File: src/rtl/srx_pkg.sv
package srx_pkg;
  localparam int SRX_DW = 8;
  localparam int SRX_BW = SRX_DW + 1;

  typedef enum logic [1:0] {FR_IDLE, FR_START, FR_DATA, FR_STOP} fr_state_e;

  typedef struct packed {
    logic              valid;
    logic              brk;
    logic              ferr;
    logic [SRX_BW-1:0] data;
  } rx_evt_t;

  localparam int STAT_ACT  = 0;
  localparam int STAT_BRK  = 1;
  localparam int STAT_FE   = 2;
  localparam int STAT_FULL = 3;
endpackage

File: src/rtl/srx_voter.sv
module srx_voter #(
  parameter int OVS = 16
) (
  input  logic clk,
  input  logic rst_n,
  input  logic tick_i,
  input  logic run_i,
  input  logic rx_i,
  output logic vote_o,
  output logic vote_bit_o,
  output logic slot_end_o
);
  localparam int CW  = $clog2(OVS + 1);
  localparam int MID = OVS / 2;

  logic [CW-1:0] cnt;
  logic [CW-1:0] idx;
  logic          s_a, s_b;

  assign idx = cnt + 1'b1;

  always_ff @(posedge clk or negedge rst_n) begin
    if (!rst_n) begin
      cnt <= '0;
      s_a <= 1'b0;
      s_b <= 1'b0;
    end else if (tick_i) begin
      if (!run_i) begin
        cnt <= CW'(1);
      end else begin
        cnt <= (idx == CW'(OVS)) ? '0 : idx;
        if (idx == CW'(MID))     s_a <= rx_i;
        if (idx == CW'(MID + 1)) s_b <= rx_i;
      end
    end
  end

  assign vote_o     = tick_i && run_i && (idx == CW'(MID + 2));
  assign vote_bit_o = (s_a & s_b) | (s_a & rx_i) | (s_b & rx_i);
  assign slot_end_o = tick_i && run_i && (idx == CW'(OVS));
endmodule

File: src/rtl/srx_framer.sv
module srx_framer
  import srx_pkg::*;
#(
  parameter int OVS = 16
) (
  input  logic    clk,
  input  logic    rst_n,
  input  logic    tick_i,
  input  logic    rx_i,
  input  logic    nine_i,
  input  logic    vote_i,
  input  logic    vote_bit_i,
  input  logic    slot_end_i,
  output logic    run_o,
  output logic    act_set_o,
  output logic    act_clr_o,
  output rx_evt_t evt_o
);
  localparam int BW   = SRX_BW;
  localparam int IW   = $clog2(BW + 1);
  localparam int LIMW = $clog2(OVS * (BW + 2) + 1);

  fr_state_e       st;
  logic [BW-1:0]   sh;
  logic [IW-1:0]   bidx;
  logic [LIMW-1:0] idle;
  logic            armed;
  logic [LIMW-1:0] lim;
  logic [IW-1:0]   last;
  logic [BW-1:0]   word;
  logic            brk_now;

  assign lim     = nine_i ? LIMW'(OVS * (BW + 2)) : LIMW'(OVS * (BW + 1));
  assign last    = nine_i ? IW'(BW - 1) : IW'(BW - 2);
  assign word    = nine_i ? sh : {1'b0, sh[BW-1:1]};
  assign brk_now = !vote_bit_i && (word == '0);
  assign run_o   = (st != FR_IDLE);

  always_comb begin
    act_set_o = tick_i && (st == FR_IDLE) && !rx_i;
    act_clr_o = (vote_i && (st == FR_START) && vote_bit_i) ||
                (tick_i && (st == FR_IDLE) && rx_i && (idle == lim - 1'b1));
    evt_o.valid = vote_i && (st == FR_STOP) && !(brk_now && !armed);
    evt_o.brk   = brk_now;
    evt_o.ferr  = !vote_bit_i;
    evt_o.data  = word;
  end

  always_ff @(posedge clk or negedge rst_n) begin
    if (!rst_n) begin
      st    <= FR_IDLE;
      sh    <= '0;
      bidx  <= '0;
      idle  <= '0;
      armed <= 1'b0;
    end else begin
      unique case (st)
        FR_IDLE: if (tick_i) begin
          if (!rx_i) begin
            st   <= FR_START;
            idle <= '0;
          end else begin
            armed <= 1'b1;
            if (idle < lim) idle <= idle + 1'b1;
          end
        end
        FR_START: begin
          if (vote_i && vote_bit_i) begin
            st <= FR_IDLE;
          end else if (slot_end_i) begin
            st   <= FR_DATA;
            bidx <= '0;
          end
        end
        FR_DATA: begin
          if (vote_i) sh <= {vote_bit_i, sh[BW-1:1]};
          if (slot_end_i) begin
            if (bidx == last) st <= FR_STOP;
            else              bidx <= bidx + 1'b1;
          end
        end
        FR_STOP: if (vote_i) begin
          st <= FR_IDLE;
          if (brk_now && armed) armed <= 1'b0;
        end
        default: st <= FR_IDLE;
      endcase
    end
  end
endmodule

File: src/rtl/srx_status.sv
module srx_status
  import srx_pkg::*;
(
  input  logic              clk,
  input  logic              rst_n,
  input  logic              act_set_i,
  input  logic              act_clr_i,
  input  rx_evt_t           evt_i,
  input  logic              rd_stat_i,
  input  logic              rd_data_i,
  input  logic              wr_data_i,
  input  logic [SRX_DW-1:0] wdata_i,
  output logic [3:0]        stat_o,
  output logic [SRX_DW-1:0] rdata_o,
  output logic              bit8_o,
  output logic [SRX_DW-1:0] txdata_o
);
  logic act, brk, fe, full;
  logic seen_brk, seen_fe;

  always_ff @(posedge clk or negedge rst_n) begin
    if (!rst_n) begin
      act      <= 1'b0;
      brk      <= 1'b0;
      fe       <= 1'b0;
      full     <= 1'b0;
      seen_brk <= 1'b0;
      seen_fe  <= 1'b0;
    end else begin
      if (act_set_i)      act <= 1'b1;
      else if (act_clr_i) act <= 1'b0;
      if (rd_stat_i) begin
        seen_brk <= brk;
        seen_fe  <= fe;
      end else if (rd_data_i) begin
        seen_brk <= 1'b0;
        seen_fe  <= 1'b0;
      end
      brk  <= (brk & !(rd_data_i & seen_brk)) | (evt_i.valid & evt_i.brk);
      fe   <= (fe & !(rd_data_i & seen_fe)) | (evt_i.valid & evt_i.ferr);
      full <= (full & !rd_data_i) | evt_i.valid;
    end
  end

  always_ff @(posedge clk) begin
    if (evt_i.valid) begin
      rdata_o <= evt_i.data[SRX_DW-1:0];
      bit8_o  <= evt_i.data[SRX_DW];
    end
    if (wr_data_i) txdata_o <= wdata_i;
  end

  always_comb begin
    stat_o            = '0;
    stat_o[STAT_ACT]  = act;
    stat_o[STAT_BRK]  = brk;
    stat_o[STAT_FE]   = fe;
    stat_o[STAT_FULL] = full;
  end
endmodule

File: src/rtl/serial_rx_status.sv
module serial_rx_status
  import srx_pkg::*;
#(
  parameter int OVS = 16
) (
  input  logic              clk,
  input  logic              rst_n,
  input  logic              tick_i,
  input  logic              rx_i,
  input  logic              nine_bit_i,
  input  logic              rd_stat_i,
  input  logic              rd_data_i,
  input  logic              wr_data_i,
  input  logic [SRX_DW-1:0] wdata_i,
  output logic [3:0]        stat_o,
  output logic [SRX_DW-1:0] rdata_o,
  output logic              bit8_o,
  output logic [SRX_DW-1:0] txdata_o
);
  logic    run, vote, vote_bit, slot_end, act_set, act_clr;
  rx_evt_t evt;

  srx_voter #(.OVS(OVS)) u_voter (
    .clk(clk), .rst_n(rst_n), .tick_i(tick_i), .run_i(run), .rx_i(rx_i),
    .vote_o(vote), .vote_bit_o(vote_bit), .slot_end_o(slot_end)
  );

  srx_framer #(.OVS(OVS)) u_framer (
    .clk(clk), .rst_n(rst_n), .tick_i(tick_i), .rx_i(rx_i), .nine_i(nine_bit_i),
    .vote_i(vote), .vote_bit_i(vote_bit), .slot_end_i(slot_end),
    .run_o(run), .act_set_o(act_set), .act_clr_o(act_clr), .evt_o(evt)
  );

  srx_status u_status (
    .clk(clk), .rst_n(rst_n), .act_set_i(act_set), .act_clr_i(act_clr), .evt_i(evt),
    .rd_stat_i(rd_stat_i), .rd_data_i(rd_data_i), .wr_data_i(wr_data_i),
    .wdata_i(wdata_i), .stat_o(stat_o), .rdata_o(rdata_o), .bit8_o(bit8_o),
    .txdata_o(txdata_o)
  );
endmodule

File: config.mk
export PLATFORM = sky130hd
export DESIGN_NAME = serial_rx_status
export DESIGN_NICKNAME = d
export VERILOG_FILES = /design/src/rtl/srx_pkg.sv /design/src/rtl/srx_voter.sv /design/src/rtl/srx_framer.sv /design/src/rtl/srx_status.sv /design/src/rtl/serial_rx_status.sv
export SDC_FILE = /design/constraint.sdc
export NUM_CORES = 1
export LEC_CHECK = 0
export ABC_AREA = 1
export BUFFER_PORTS_ARGS = -buffer_cell sky130_fd_sc_hd__buf_2
export CORE_ASPECT_RATIO = 1.2
export CORE_UTILIZATION = 45
export DETAILED_ROUTE_END_ITERATION = 6
export PLACE_DENSITY = 0.75
export SLEW_MARGIN = 20
export SYNTH_ARGS = -nofsm -noshare
export SYNTH_HDL_FRONTEND = slang
export SYNTH_SLANG_ARGS = --single-unit
File: constraint.sdc
create_clock -name clk -period 2.03 [get_ports clk]
set_input_delay 0.3045 -clock clk [delete_from_list [all_inputs] [get_ports clk]]
set_output_delay 0.3045 -clock clk [all_outputs]
set_load 0.1 [all_outputs]
==> impl_metrics.ini, run 1 <==
[setup_path]
rr_startpoint = u_framer.st[0]
crit_top_cell = nand2_2
end_kind = flop
critPathTopFamily = simple AND/OR/NAND/NOR gates
slowest_delay_ps = 420
cp_cell_sequence = inv_1, ha_2, nor2_4, nand2_2, nor2_2, nand3_2, nor2_1, nand2_2, inv_2
worstPathRequired_ps = 2030
crit_arrival_ps = 1870
crit_type = flop to flop
critPathSlowestCell = dfrtp_2
r2r_cells = 9
crit_cells = 9
ff2ff_setup_slack_ps = 170
rr_endpoint = u_status.rdata_o[4]
critPathMaxFanout = 10
cp-start-kind = flop
critPathBufInv = 2

[placement]
gp_congestion = 0.850
place_inst = 413
preCtsSetupSlack_ps = 57.6
port_buffers = 36
dp_hpwl_um = 3620

[global_route]
met1_usage_pct = 19.6
grt_use_total_pct = 16.6
grt_max_degree = 22
grt_pass1_vias = 1957
grt_overflow = 0
busiest_layer = met2
antenna_found_initial = 0
grt_use_met2_pct = 30.1
gr-usage-met3_pct = 3.36
grt_first_pass_wirelength_um = 8340

[power]
p_clk_share_pct = 25.3
ir_drop_v = 0.000375
power_density_mw_per_mm2 = 899
swShare_pct = 34.1
finalPower_mw = 2.79
p_seq_share_pct = 48.2
power_frac_comb_pct = 26.5
cellInternalPower_mw = 1.84
total_leakage_power_nw = 1.43
p_switching_mw = 0.954

[synthesis]
ys_ff_latch = 54
yosysWarnings = 0
syn_inst = 301
syn-cell-area_mm2 = 0.00273
yosys.area_share.simple_pct = 21.3
synth_compound_area_share_pct = 10.9
synthMuxAreaShare_pct = 0.412
yosys.cell_types.count = 32
synthAdderAreaFrac_pct = 4.58
synth_nets = 327
ys_seq_area_share_pct = 52.6
avgSynthCellArea_um2 = 9.07
synth-xor-area-share_pct = 0.642
synth_top_family_by_area = simple AND/OR/NAND/NOR gates

[floorplanning]
rows = 30
fp.dieH_um = 87.3
design.core.area_mm2 = 0.00574
die_width_um = 73.1
start_util_pct = 47.5
die_area_mm2 = 0.00638
ioPinCount = 37

[hold_path]
holdPathStages = 1
holdPathEnd = u_status.txdata_o[6]
hold_path_class = input port to flop
hp-start = wdata_i[6]

[routing]
drc = 0
ant_nets = 0
drtIter0Drc = 92
via_per_inst = 4.82
vias = 2034
routedWlPerCell_um = 11.0
drt_wl_total_um = 4620
drt-pass1-iter-count = 4

[layout]
area_growth_syn_to_layout_pct = 13.7
fin_util_pct = 54.1
layout_commonest_cell = nand2_1
n_fill_cell = 551
most-common-layout-cells = 55 x nand2_1, 51 x inv_1, 36 x dfrtp_1, 36 x buf_2, 34 x o21ai_0
nets = 367
antenna_cells = 0
drive_above_1_share_pct = 22.8
layout.cells.non_filler = 422

[clocking]
ctsHtreeMaxLevel = 2
cts_setup_buffers = 0
root_buffer = clkbuf_8
clk_pin_slew_ps = 90
clk_path_buf_depth = 2
cts_buffers = 5
worstSkewPairLatency_ps = 300
cts_tree = yes
clock-sinks = 54

[sta]
finalSetupTns_ps = 0
slew_viol_final = 0
slew-limit-headroom_pct = 67.5
setup_viol = 0
finalHoldViolCount = 0
period_needed_ps = 1860
max_clock_freq_mhz = 537
skew_ps = 4.49
rsz0062_at_grt = no
period_share_pct = 91.8
layout_setup_ws_ps = 167
max_slew.worst_pin.slew_ps = 490

[job]
cap_violations = 0

[status]
outcome = finished, final reports clean
-- power by group through the flow --
stage | Clock, mW | Sequential [mW] | Combinational (mW)
floorplan | 0 | 1.44 | 0.489
global placement | 0 | 1.36 | 0.712
detailed placement | 0 | 1.37 | 0.725
CTS | 0.729 | 1.34 | 0.733
global route | 0.764 | 1.37 | 0.845
finish | 0.706 | 1.35 | 0.739
-- worst reg2reg max path: cells and delay by family (launching register included) --
family	cells	cell delay, ps
adders and majority gates	1	230
buffers and inverters	2	250
DFF	1	420
and+or+nand+nor	6	670
-- routing by layer --
layer	vias to the layer above	part of all wire, %
met3	7	3.3
li1	1049	-
met5	-	0
met2	32	51
met1	946	44
met4	0	1.4
-- logic make-up (layout without fill, tap and decap cells) --
family / count (synthesis) / in the layout
simple gates: 121 / 121
compound gates: 52 / 52
buf+inv: 61 / 102
mux: 1 / 1
flops: 54 / 54
xor+xnor: 2 / 2
fa+ha+maj: 10 / 10
-- layout make-up --
cell class                      count  area (um^2)  area share [%]
Clock buffer                        6         72.6            2.34
Clock inverter                      2         37.5            1.21
Inverter                           54          203            6.53
Multi-Input combinational cell    186         1040            33.6
Sequential cell                    54         1440            46.3
Tap cell                           80          100            3.22
Timing Repair Buffer               40          213            6.85
-- synth_stat cells --
library cell / number / area (um^2)
xor2_1: 1 / 8.76
inv_2: 3 / 11.3
a21oi_1: 7 / 35.0
nor2_2: 3 / 18.8
o21a_1: 2 / 15.0
nand3_2: 1 / 10.0
edfxtp_1: 17 / 510
ha_1: 10 / 125
buf_6: 2 / 22.5
nand2_2: 11 / 68.8
or2_2: 2 / 12.5
buf_4: 5 / 37.5
nor3_1: 1 / 5.00
mux2_1: 1 / 11.3
nand2_1: 55 / 206
nor2_1: 18 / 67.6
o21ai_1: 1 / 5.00
inv_1: 51 / 191
a21oi_4: 1 / 16.3
nand3_1: 16 / 80.1
o22ai_1: 2 / 12.5
nor2_4: 3 / 33.8
nand4_1: 7 / 43.8
dfrtp_1: 37 / 926
o32ai_1: 1 / 8.76
a211oi_1: 1 / 7.51
o21ai_2: 3 / 26.3
o21ai_0: 34 / 170
nor3b_1: 1 / 7.51
nor3_2: 2 / 20.0
and3_1: 1 / 6.26
xnor2_1: 1 / 8.76
-- flip-flops by register name, summed over array words and instances (netlist names), named ones only --
signal / cells
u_status.txdata_o: 8
u_status.act: 1
u_status.fe: 1
u_voter.s_b: 1
u_framer.sh: 9
u_voter.cnt: 5
u_status.full: 1
u_framer.st: 1
u_status.brk: 1
u_framer.armed: 1
u_status.bit8_o: 1
u_status.rdata_o: 8
u_voter.s_a: 1
u_status.seen_brk: 1
u_status.seen_fe: 1
u_framer.idle: 8
u_framer.bidx: 4
-- repair_timing --
action                     4_1_cts  5_1_grt
hold buffers                     1        0
setup endpoints to repair        0       16
hold endpoints to repair        11        0
gates resized for setup          0        4
-- per-stage QoR --
step / hold slack (ps) / cell area (um^2)
detailed placement: 202 / 2970
CTS: 165 / 3090
global route: 159 / 3110
floorplan: 8.91 / 2730
finish: 175 / 3110
global placement: 203 / 2970
-- worst max-delay path by stage --
stage | from | end | slack, ps
6_report | u_framer.st[0] | u_status.rdata_o[4] | 170
5_1_grt | u_framer.st[0] | u_framer.idle[6] | 7
4_1_cts | u_framer.st[0] | u_status.rdata_o[0] | 40
3_5_place_dp | u_framer.st[0] | u_status.rdata_o[1] | 60
3_3_place_gp | u_framer.st[0] | u_status.rdata_o[0] | 160
2_1_floorplan | u_framer.st[0] | u_status.bit8_o | 250
Power figures use the tool's default switching activity.
==> inputs of run 2 (changes only) <==
- clock period: 2.03 -> 2.15 ns (I/O delays scaled with it)
==> impl_metrics.ini, run 2 (synthesized netlist as in run 1, its figures left out) <==
[sta]
rsz0062_at_grt = no
max_clock_freq_mhz = 508
setup_viol = 0
period_needed_ps = 1970
slew_viol_final = 0
finalSetupTns_ps = 0
layout_setup_ws_ps = 183
skew_ps = 6.84
finalHoldViolCount = 0
holdWs_ps = 93.6
period_share_pct = 91.5
max_slew.worst_pin.slew_ps = 813
slew-limit-headroom_pct = 45.8

[placement]
dpl_cell_area_mm2 = 0.00296
dp_hpwl_um = 3530
preCtsSetupSlack_ps = 195
gp_congestion = 0.806
port_buffers = 36
place_inst = 411

[hold_path]
hold_path_class = input port to asynchronous set/reset pin

[setup_path]
cp_cell_sequence = inv_1, ha_1, nor2_4, nand2_2, nor2_2, nand3_2, nor2_1, nand2_2, inv_2
cp-start-kind = flop
crit_type = flop to flop
crit_arrival_ps = 1970
critPathMaxFanout = 10
r2r_cells = 9
slowest_delay_ps = 440
worstPathRequired_ps = 2160
critPathTopFamily = simple AND/OR/NAND/NOR gates
critPathBufInv = 2
critPathSlowestCell = dfrtp_1
crit_cells = 9
crit_top_cell = nand2_2
end_kind = flop

[clocking]
clk_pin_slew_ps = 90
clock-sinks = 54
ctsHtreeMaxLevel = 2
hold_buffers = 0
worstSkewPairLatency_ps = 300
cts_tree = yes
clk_path_buf_depth = 2
root_buffer = clkbuf_8
cts_buffers = 5

[floorplanning]
design.core.area_mm2 = 0.00574
die_width_um = 73.1
fp.dieH_um = 87.3
rows = 30
die_area_mm2 = 0.00638
start_util_pct = 47.5
ioPinCount = 37

[layout]
area_growth_syn_to_layout_pct = 11.9
nets = 364
fin_util_pct = 53.2
antenna_cells = 0
most-common-layout-cells = 55 x nand2_1, 51 x inv_1, 37 x dfrtp_1
layout_commonest_cell = nand2_1
layout.cells.non_filler = 419
stdcell_area_mm2 = 0.00306
largest_reg_flops = 9
largest_register = u_framer.sh
n_fill_cell = 539
drive_above_1_share_pct = 21.8

[routing]
drc = 0
ant_nets = 0
vias = 2026
drt_wl_total_um = 4630
via_per_inst = 4.84
drt-pass1-iter-count = 4
routedWlPerCell_um = 11.1
drtIter0Drc = 125

[power]
ir_drop_v = 0.000336
power_density_mw_per_mm2 = 825
total_leakage_power_nw = 1.41
finalPower_mw = 2.52

[global_route]
grt_first_pass_wirelength_um = 8310
grt_max_degree = 38
grt_overflow = 0
grt_pass1_vias = 1956
grt_use_total_pct = 16.6
antenna_found_initial = 0

[status]
outcome = finished, final reports clean

[job]
cap_violations = 0
-- run 2: final timing paths --
| check | start | end | slack (ps) |
|---|---|---|---|
| max | u_framer.st[0] | u_status.rdata_o[3] | 180 |
| min | rst_n | u_voter.cnt[0] | 90 |
| max reg2reg | u_framer.st[0] | u_status.rdata_o[3] | 180 |
| min reg2reg | u_framer.sh[7] | u_framer.sh[6] | 500 |
| max in group asynchronous | rst_n | u_status.brk | 1530 |
| min in group clk | wdata_i[3] | u_status.txdata_o[3] | 190 |
-- run 2: area by class of cell --
class	count	area, um^2	area share, %
Clock inverter	3	20.0	0.655
Sequential cell	54	1440	47.0
Clock buffer	5	68.8	2.25
Tap cell	80	100	3.28
Multi-Input combinational cell	186	1040	34.0
Timing Repair Buffer	37	188	6.14
Inverter	54	203	6.63
-- run 2: report_power, final --
part / internal (mW) / switching, mW / leakage (nW)
clock network: 0.230 / 0.329 / 0.0422
logic: 0.217 / 0.475 / 0.757
registers: 1.16 / 0.105 / 0.612
total: 1.61 / 0.909 / 1.41
-- run 2: per-layer routing --
metal  track usage [%]  share of wire [%]  vias to the layer above
li1                  -                  -                     1039
met1              19.9                 44                      945
met2              29.2                 52                       35
met3              3.47                3.3                        7
met4              5.88                1.4                        0
met5                 0                  0                        -
-- run 2: repair_timing --
action | in CTS | in global routing
buffers inserted | 0 | 0
gates resized for setup | 0 | 2
setup endpoints to repair | 0 | 1
==> inputs of run 3 (changes only) <==
- CORE_ASPECT_RATIO: 1.2 -> 0.5
- CORE_UTILIZATION: 45 -> 33
- PLACE_DENSITY: 0.75 -> 0.61
==> impl_metrics.ini, run 3 (synthesized netlist as in run 1, its figures left out) <==
[status]
outcome = finished, final reports clean

[sta]
period_share_pct = 91.2
max_slew.worst_pin.slew_ps = 491
rsz0062_at_grt = no
period_needed_ps = 1960
skew_ps = 6.91
slew_viol_final = 0
slew-limit-headroom_pct = 67.5
finalSetupTns_ps = 0
setup_viol = 0
finalHoldViolCount = 0
max_clock_freq_mhz = 510

[setup_path]
rr_endpoint = u_status.rdata_o[0]
worstPathRequired_ps = 2140
crit_top_cell = nand2_2
critPathMaxFanout = 10
cp_cell_sequence = inv_1, ha_1, nor2_4, nand2_2, nor2_2, nand3_2, nor2_1, nand2_2, inv_2
crit_start = u_framer.st[0]
crit_type = flop to flop
rr_startpoint = u_framer.st[0]
ff2ff_setup_slack_ps = 190
critPathSlowestCell = dfrtp_1
cp-start-kind = flop
r2r_cells = 9
end_kind = flop
slowest_delay_ps = 440
crit_arrival_ps = 1950

[floorplanning]
die_width_um = 131
die_area_mm2 = 0.00866
design.core.area_mm2 = 0.00800
fp.dieH_um = 66.3
start_util_pct = 34.1
ioPinCount = 37
rows = 23

[hold_path]
hp-start = wdata_i[0]
holdPathEnd = u_status.txdata_o[0]
hold_path_class = input port to flop
holdPathStages = 1

[routing]
routedWlPerCell_um = 10.7
drt-pass1-iter-count = 4
vias = 2002
drtIter0Drc = 157
ant_nets = 0
drt_wl_total_um = 4880
via_per_inst = 4.41
drc = 0

[layout]
layout_commonest_cell = nand2_1
area_growth_syn_to_layout_pct = 16.3
most-common-layout-cells = 55 x nand2_1, 51 x inv_1, 37 x dfrtp_1
largest_register = u_framer.sh
n_fill_cell = 809
largest_reg_flops = 9
nets = 367
drive_above_1_share_pct = 22.2
layout.cells.non_filler = 454
antenna_cells = 0

[placement]
gp_congestion = 0.793
port_buffers = 36
dp_hpwl_um = 3660
place_inst = 445

[clocking]
clk_pin_slew_ps = 70
clock-sinks = 54
cts_resized = 0
cts_buffers = 5
cts_setup_buffers = 0
cts_tree = yes
clk_path_buf_depth = 2
ctsHtreeMaxLevel = 2
hold_buffers = 1
root_buffer = clkbuf_16
worstSkewPairLatency_ps = 290

[global_route]
grt_max_degree = 22
grt_pass1_vias = 1849
grt_use_total_pct = 12.3
grt_first_pass_wirelength_um = 8220
grt_overflow = 0
antenna_found_initial = 0

[power]
ir_drop_v = 0.000428
total_leakage_power_nw = 1.45
power_density_mw_per_mm2 = 877

[job]
cap_violations = 0
==> run 3: cell count changes in the layout (fill, tap and decap cells not counted), sizes merged <==
| cell | change |
|---|---|
| buf | +2 |
| dlygate4sd3 | +1 |
| clkinvlp | -1 |
| inv | +1 |
==> run 3: power breakdown <==
part / internal (mW) / switching [mW] / total (mW)
sequential: 1.16 / 0.104 / 1.27
clock: 0.443 / 0.381 / 0.823
combinational: 0.220 / 0.471 / 0.691
total: 1.83 / 0.956 / 2.78
==> run 3: layer usage <==
metal / up-vias / routed length [um] / GRT usage [%]
met5: - / 0 / 0
met4: 0 / 47 / 3.45
met3: 4 / 204 / 2.83
met2: 40 / 2120 / 19.5
met1: 912 / 2510 / 16.6
li1: 1046 / - / -
==> run 3: metrics by stage <==
stage	util (%)	area (um^2)	power [mW]	hold WS [ps]	worst slack, ps
floorplan	-	2730	1.82	26.9	374
global placement	37.7	3010	1.98	257	245
detailed placement	37.7	3010	1.98	258	188
CTS	39.7	3170	2.81	199	172
global route	39.7	3170	2.96	193	11.6
finish	39.7	3170	2.78	206	190
==> run 3: area by class of cell <==
cell class	instances	area (um^2)	area share [%]
clock inverter	3	26.3	0.828
timing repair buffer	40	213	6.70
sequential	54	1440	45.3
multi-input combinational	186	1030	32.5
inverter	54	203	6.39
clock buffer	5	125	3.94
tap	112	140	4.41
==> run 3: worst max-delay path by stage <==
stage / end / slack, ps / cells after the start
after floorplan: u_status.bit8_o / 370 / 9
after global placement: u_status.rdata_o[2] / 240 / 9
after detailed placement: u_status.rdata_o[5] / 190 / 9
after CTS: u_status.rdata_o[0] / 170 / 9
after global routing: u_framer.idle[7] / 10 / 10
final: u_status.rdata_o[0] / 190 / 9
==> run 3: critical path: cells and delay by family (launching register included) <==
| kind | cells | cell delay, ps |
|---|---|---|
| adder cells (fa/ha/maj) | 1 | 280 |
| buffers and inverters | 2 | 260 |
| flip-flops | 1 | 440 |
| AND/OR/NAND/NOR | 6 | 660 |
